[src/rtl/shreg_pkg.sv]
package shreg_pkg;
  // Target of a bus write after address and select decode
  typedef enum logic [1:0] {
    TGT_NONE  = 2'd0,
    TGT_DIV   = 2'd1,
    TGT_FRAME = 2'd2
  } wr_tgt_e;
endpackage

[src/rtl/shreg_decode.sv]
module shreg_decode
  import shreg_pkg::*;
#(
  parameter int ADDR_W = 6,
  parameter logic [ADDR_W-1:0] SHARED_ADDR = 6'h20
) (
  input  logic [ADDR_W-1:0] addr,
  input  logic              wr,
  input  logic              rd,
  input  logic              sel_bit,
  output wr_tgt_e           tgt,
  output logic              rd_hit
);
  logic hit;

  assign hit    = (addr == SHARED_ADDR);
  assign rd_hit = rd & hit;

  always_comb begin
    tgt = TGT_NONE;
    if (wr && hit) begin
      tgt = sel_bit ? TGT_FRAME : TGT_DIV;
    end
  end
endmodule

[src/rtl/shreg_seq.sv]
module shreg_seq (
  input  logic clk,
  input  logic rst_n,
  input  logic rd_hit,
  output logic prev_rd
);
  // Set only by a shared-address read, cleared by every other cycle
  always_ff @(posedge clk) begin
    if (!rst_n) prev_rd <= 1'b0;
    else        prev_rd <= rd_hit;
  end
endmodule

[src/rtl/shreg_store.sv]
module shreg_store
  import shreg_pkg::*;
#(
  parameter int DATA_W   = 8,
  parameter int DIV_HI_W = 4,
  parameter logic [DATA_W-2:0] FRAME_RST = 7'h06
) (
  input  logic                clk,
  input  logic                rst_n,
  input  wr_tgt_e             tgt,
  input  logic [DATA_W-2:0]   wdata_lo,
  output logic [DIV_HI_W-1:0] div_q,
  output logic [DATA_W-2:0]   frm_q
);
  always_ff @(posedge clk) begin
    if (!rst_n) begin
      div_q <= '0;
    end else if (tgt == TGT_DIV) begin
      div_q <= wdata_lo[DIV_HI_W-1:0];
    end
  end

  always_ff @(posedge clk) begin
    if (!rst_n) begin
      frm_q <= FRAME_RST;
    end else if (tgt == TGT_FRAME) begin
      frm_q <= wdata_lo;
    end
  end
endmodule

[src/rtl/shreg_rdmux.sv]
module shreg_rdmux #(
  parameter int DATA_W   = 8,
  parameter int DIV_HI_W = 4
) (
  input  logic                rd_hit,
  input  logic                prev_rd,
  input  logic [DIV_HI_W-1:0] div_q,
  input  logic [DATA_W-2:0]   frm_q,
  output logic [DATA_W-1:0]   rdata
);
  localparam int PAD_W = DATA_W - DIV_HI_W;

  logic [DATA_W-1:0] div_view;
  logic [DATA_W-1:0] frm_view;

  generate
    if (PAD_W > 0) begin : g_pad
      assign div_view = {{PAD_W{1'b0}}, div_q};
    end else begin : g_nopad
      assign div_view = div_q[DATA_W-1:0];
    end
  endgenerate

  assign frm_view = {1'b1, frm_q};

  always_comb begin
    rdata = '0;
    if (rd_hit) rdata = prev_rd ? frm_view : div_view;
  end
endmodule

[src/rtl/shreg_pair.sv]
module shreg_pair
  import shreg_pkg::*;
#(
  parameter int ADDR_W   = 6,
  parameter int DATA_W   = 8,
  parameter int DIV_HI_W = 4,
  parameter logic [ADDR_W-1:0] SHARED_ADDR = 6'h20,
  parameter logic [DATA_W-1:0] FRAME_RST   = 8'h86
) (
  input  logic                clk,
  input  logic                rst_n,
  input  logic [ADDR_W-1:0]   bus_addr,
  input  logic                bus_wr,
  input  logic                bus_rd,
  input  logic [DATA_W-1:0]   bus_wdata,
  output logic [DATA_W-1:0]   bus_rdata,
  output logic [DIV_HI_W-1:0] div_hi_o,
  output logic [DATA_W-1:0]   frame_o
);
  localparam int SEL_BIT = DATA_W - 1;

  wr_tgt_e             tgt;
  logic                rd_hit;
  logic                prev_rd;
  logic [DIV_HI_W-1:0] div_q;
  logic [DATA_W-2:0]   frm_q;

  shreg_decode #(.ADDR_W(ADDR_W), .SHARED_ADDR(SHARED_ADDR)) u_dec (
    .addr(bus_addr), .wr(bus_wr), .rd(bus_rd),
    .sel_bit(bus_wdata[SEL_BIT]), .tgt(tgt), .rd_hit(rd_hit)
  );

  shreg_seq u_seq (
    .clk(clk), .rst_n(rst_n), .rd_hit(rd_hit), .prev_rd(prev_rd)
  );

  shreg_store #(
    .DATA_W(DATA_W), .DIV_HI_W(DIV_HI_W), .FRAME_RST(FRAME_RST[DATA_W-2:0])
  ) u_store (
    .clk(clk), .rst_n(rst_n), .tgt(tgt),
    .wdata_lo(bus_wdata[DATA_W-2:0]), .div_q(div_q), .frm_q(frm_q)
  );

  shreg_rdmux #(.DATA_W(DATA_W), .DIV_HI_W(DIV_HI_W)) u_mux (
    .rd_hit(rd_hit), .prev_rd(prev_rd), .div_q(div_q), .frm_q(frm_q),
    .rdata(bus_rdata)
  );

  assign div_hi_o = div_q;
  assign frame_o  = {1'b1, frm_q};
endmodule

[config.mk]
export PLATFORM = sky130hd
export DESIGN_NAME = shreg_pair
export DESIGN_NICKNAME = d
export VERILOG_FILES = /design/src/rtl/shreg_pkg.sv /design/src/rtl/shreg_decode.sv /design/src/rtl/shreg_seq.sv /design/src/rtl/shreg_store.sv /design/src/rtl/shreg_rdmux.sv /design/src/rtl/shreg_pair.sv
export SDC_FILE = /design/constraint.sdc
export NUM_CORES = 1
export LEC_CHECK = 0
export BUFFER_PORTS_ARGS = -buffer_cell sky130_fd_sc_hd__buf_2
export CORE_MARGIN = 2
export CORE_UTILIZATION = 44
export DETAILED_ROUTE_END_ITERATION = 10
export GPL_ROUTABILITY_DRIVEN = 0
export PLACE_DENSITY = 0.93
export SLEW_MARGIN = 20
export SYNTH_ARGS = -nofsm -noshare
export SYNTH_HDL_FRONTEND = slang
export SYNTH_SLANG_ARGS = --single-unit
[constraint.sdc]
create_clock -name clk -period 2.45 [get_ports clk]
set_input_delay 0.49 -clock clk [delete_from_list [all_inputs] [get_ports clk]]
set_output_delay 0.49 -clock clk [all_outputs]
set_load 0.03 [all_outputs]
# Word-level counts from Yosys, hierarchy flattened
# Cells that the tools add are included.
dict set report op_classes {
  n_bitwise 1
  eq_ne 3
  reduce_logical 1
  muxes 4
}
# cell n
set ops {}
lappend ops {{$mux 8} 2}
lappend ops {{$eq 6x6->1 const B} 1}
lappend ops {{$mux 2} 2}
lappend ops {{$eq 2x1->1 const B} 1}
lappend ops {{$eq 2x2->1 const B} 1}
lappend ops {{$and 1x1->1} 1}
lappend ops {{$logic_and 1x1->1} 1}
dict set report word_totals {
  reg_bits 12
  word_cells 12
}

# Longest topological paths before layout
dict set report logic_depth {
  ltp_word 4
  ltp_mapped 4
  ltp_nobuf 3
}

# Hierarchy
# A second synthesis with hierarchy kept.
dict set report unflattened {
  cells_unflattened 71
  hier_area_um2 663.1
}
# mod area_per_inst_um2 instances cells_per_inst
set modules_own_cells {}
lappend modules_own_cells {shreg_store 467.9 1 48}
lappend modules_own_cells {shreg_rdmux 106.4 1 13}
lappend modules_own_cells {shreg_decode 51.3 1 6}
lappend modules_own_cells {shreg_seq 26.3 1 2}
lappend modules_own_cells {shreg_pair 11.3 1 2}

# Worst setup path after synthesis
# OpenSTA, ideal clock, no wires.
dict set report synth_path {
  kind {input-to-output}
  startpoint {in bus_addr[3]}
  endpoint {out bus_rdata[0]}
  stages 3
  arrival_ns 1.420
  setup_slack_ns 0.540
  n_path_buf 0
  cell_sequence {nor4_4 nand3_1 nor2_1}
}
dict set report synth_between {
  elab_chain_cells 3
}
# item line_no
set synth_rtl {}
lappend synth_rtl {{start, declared} shreg_pair.sv:12} ;# input logic [ADDR_W-1:0] bus_addr,
lappend synth_rtl {{$eq 6x6->1} shreg_decode.sv:16} ;# assign hit = (addr == SHARED_ADDR);
lappend synth_rtl {{$and 1x1->1} shreg_decode.sv:17} ;# assign rd_hit = rd & hit;
lappend synth_rtl {{$mux 8} shreg_rdmux.sv:28} ;# if (rd_hit) rdata = prev_rd ? frm_view : div_view;
lappend synth_rtl {{end, declared} shreg_pair.sv:16} ;# output logic [DATA_W-1:0] bus_rdata,
# No other way between the ends.

# Worst setup path after layout
dict set report layout_path {
  startpoint {in bus_addr[3]}
  endpoint {out bus_rdata[6]}
}
# Same word-level chain as after synthesis.

==> results.txt <==
The first routing iteration left 3 violations. The cell that appears most often on the critical path is buf_2. The hold violation total from the final report was 0; the clock latency on the worst-skew pair was 280 ps. In this run the horizontal extent of the chip is 41.5 um. TritonCTS built the clock tree. The arrival time reported for the critical path endpoint came out at 1590 ps. In the layout the commonest cells are buf_2 (36), nand2_1 (16), mux2i_1 (15). The region available for standard cell placement spans 1300 sq um.

Of all flip-flops after synthesis, the portion carrying an async set or reset was 0%. The boundary pin count was 38; the fraction of layout cells with a size suffix above 1 was 41.7%. Summed over all instances, the cell type with the most area after synthesis is dfxtp_1. The critical path contains buffers and inverters numbering 2 combined. The logs give 0 for the number of buffers added for setup after CTS and 86 for the synthesized net count. Of the available clock period, the critical path in the final layout requires 84.8%. Setup repair after global routing left no endpoint under its margin. The post-layout net count came out at 122. After synthesis the netlist holds a flip-flop and latch count of 12. In this run the worst hold path is classified as input pin to register. In this run the clock root is driven by a clkbuf_4. The worst register-to-register path ends at u_store.frm_q[1]$_SDFFE_PN1N_. The signal on the critical path passes through buf_2 > nor4_4 > and3_2 > and3_1 > buf_2.

In the post-synthesis netlist, the biggest area contributors are dfxtp_1 (39%), mux2i_1 (24%), nand2_1 (9.7%). The run gives 68 as the synthesized instance count. The number of cells on the worst reg-to-reg path is 2. In this run the number of cells on the critical path is 5. Global routing used 18.6% of the available tracks across all layers. For the total of hold buffers inserted after clock tree synthesis, the log shows 0. The tools report the count of maximum capacitance violations as 0.

In this run the tool buffered the top-level ports with 36 buffer cells. For the clock sink count, the log shows 12. The power density normalized to cell area came out at 472 nW/um^2. The startpoint type of the worst setup path is an input pin.

Remaining design rule violation count: 0. The post-synthesis area per instance came out at 9.11 sq um. The most critical setup path has its endpoint at bus_rdata[6].

Hold is met by 455 ps. The internal reg-to-reg setup slack was 1770 ps. Among all flip-flop cells after synthesis, the most frequent one is dfxtp_1.

For the Yosys warning count, the log shows 0. The total iterations of the first detailed-routing run was 4. For the maximum frequency from static timing analysis, the log shows 0.481 GHz.

The HPWL after detailed placement is 1110 um. The slowest library cell on the worst path is nor4_4. The number of global-route vias before repair is 582, and the number of antenna repair diodes is 0. The setup slack after layout is 371 ps, and the initial core utilization is 47.6%. Detailed-route wire length per cell: 12.7 um. From bottom edge to top edge, the die measures 41.5 um.

Of the synthesized area, sequential elements account for 38.8%. The number of pins with negative max-slew slack in the final report was 0; the initial antenna violation count was 0. For the worst setup path, the data required time is 1960 ps. Tracing the worst setup path back leads to its startpoint at bus_addr[3]. For the final routed database, the setup TNS stands at 0 ps. The startpoint identified for the worst register-to-register timing path is u_store.frm_q[1]$_SDFFE_PN1N_. In this run the deepest clock path goes through 2 buffers. The tools report the unique cell type count in the Yosys netlist as 16. The library cell used most frequently in the layout, excluding fill and tap cells, is buf_2. Across the VDD grid, the largest voltage drop is 0.000343 V. The top cell type's share of synthesized area is 38.8%. For the setup-violating endpoint count in the final report, the log shows 0. The worst-case setup slack after placement is 379 ps. Dividing the detail-routed via count by the number of cells gives 5.12. The floorplan step defined a die boundary enclosing 1720 sq um. The minimum clock period after layout works out to 2080 ps.

The flow ran to the end, and the final reports show no timing, DRC or antenna violations. The logs give 3 for the clock buffer count from CTS and 0 for the number of nets with antenna violations after routing. In this run, synthesis inferred 0 flip-flops with an integrated enable. The cell area that synthesis handed to floorplanning was 619 sq um. The routed layout has 604 vias. After detailed routing, the total wire length is 1500 um. The largest single stage delay on the critical path is 350 ps. The first global-routing pass estimated 2440 um of wire. The cell family contributing the most delay on the critical path is simple AND/OR/NAND/NOR gates.

The run gives 0 ps as the final clock skew. For the number of H-tree levels, the log shows 1. The critical path capture point type was a primary output. Relative to the synthesized area, the layout overhead comes to 33.1%. For the number of gates given a new drive strength after cts, the log shows 0.

Clock-pin slew was measured on the worst setup and hold paths at 80 ps. The post-route core utilization was 63.4%. For this run the aggregate overflow at the end of global routing stands at 0. By startpoint and endpoint, the worst setup path is classified as input pin to primary output.

After filler insertion, the fill cell instance count of the layout stands at 131. The floorplan has 13 rows. The worst-path maximum fanout works out to 5.

Maximum number of pins on one net before global-route repair: 22. The analysis attributes to cell leakage a power of 0.000418 uW.
## cells by family (layout without fill, tap and decap cells)
kind of cell | Yosys count | after routing | share of synthesized area, %
buffers and inverters | 5 | 40 | 4.85
flip-flops | 12 | 12 | 38.8
multiplexers | 15 | 15 | 24.2
other | 1 | 1 | 0.605
AND/OR/NAND/NOR | 35 | 35 | 31.5
## worst reg2reg max path, stage by stage, from the launching register on
cell     delay [ps]
dfxtp_1         330
nor2b_1         130
mux2i_1          90
## metrics by stage
stage,total power [uW],instances,area (sq um)
after floorplan,217,68,619
after global placement,232,114,788
after detailed placement,233,114,788
after CTS,392,118,825
after global routing,407,118,825
final,389,118,825
## worst min-delay path by stage
stage	slack [ps]	end	from	cells past startpoint
floorplan	590	u_store.frm_q[4]$_SDFFE_PN0N_	u_store.frm_q[4]$_SDFFE_PN0N_	2
global placement	450	u_store.frm_q[6]$_SDFFE_PN0N_	u_store.frm_q[6]$_SDFFE_PN0N_	2
detailed placement	470	u_store.frm_q[0]$_SDFFE_PN0N_	u_store.frm_q[0]$_SDFFE_PN0N_	2
CTS	460	u_store.frm_q[4]$_SDFFE_PN0N_	bus_wdata[4]	3
global route	470	u_store.frm_q[4]$_SDFFE_PN0N_	bus_wdata[4]	3
finish	460	u_store.frm_q[4]$_SDFFE_PN0N_	bus_wdata[4]	3
## cell type report
cell class / instances / area (sq um) / share of cell area (%)
multi-input cells: 51 / 349 / 42.3
flip-flops and latches: 12 / 240 / 29.1
repair buffers: 36 / 180 / 21.9
clock buffers: 4 / 36.3 / 4.40
well taps: 15 / 18.8 / 2.28
## Yosys cell counts, types with 2 or more instances
library cell,count
and3_1,3
mux2i_1,15
nor2b_1,5
clkbuf_1,3
nor2_1,4
dfxtp_1,12
nand2_1,16
and2_1,2
## where the power goes
part | internal (uW) | total (uW) | switching, uW | leakage (uW)
Sequential | 195 | 196 | 0.455 | 0.0000967
Combinational | 15.0 | 33.1 | 18.1 | 0.000300
Clock | 90.5 | 160 | 69.7 | 0.0000210
## registers in the layout, indices dropped and copies added, names as in the netlist
register       cells
u_store.div_q      4
u_store.frm_q      7
u_seq.prev_rd      1
## per-layer routing
metal / GRT usage (%) / up-vias / wire [um]
met5: 0 / - / 0
met1: 18.9 / 275 / 587
met3: 4.78 / 5 / 120
met2: 34.7 / 30 / 761
li1: - / 294 / -
met4: 8.39 / 0 / 27
Power figures use the tool's default switching activity.
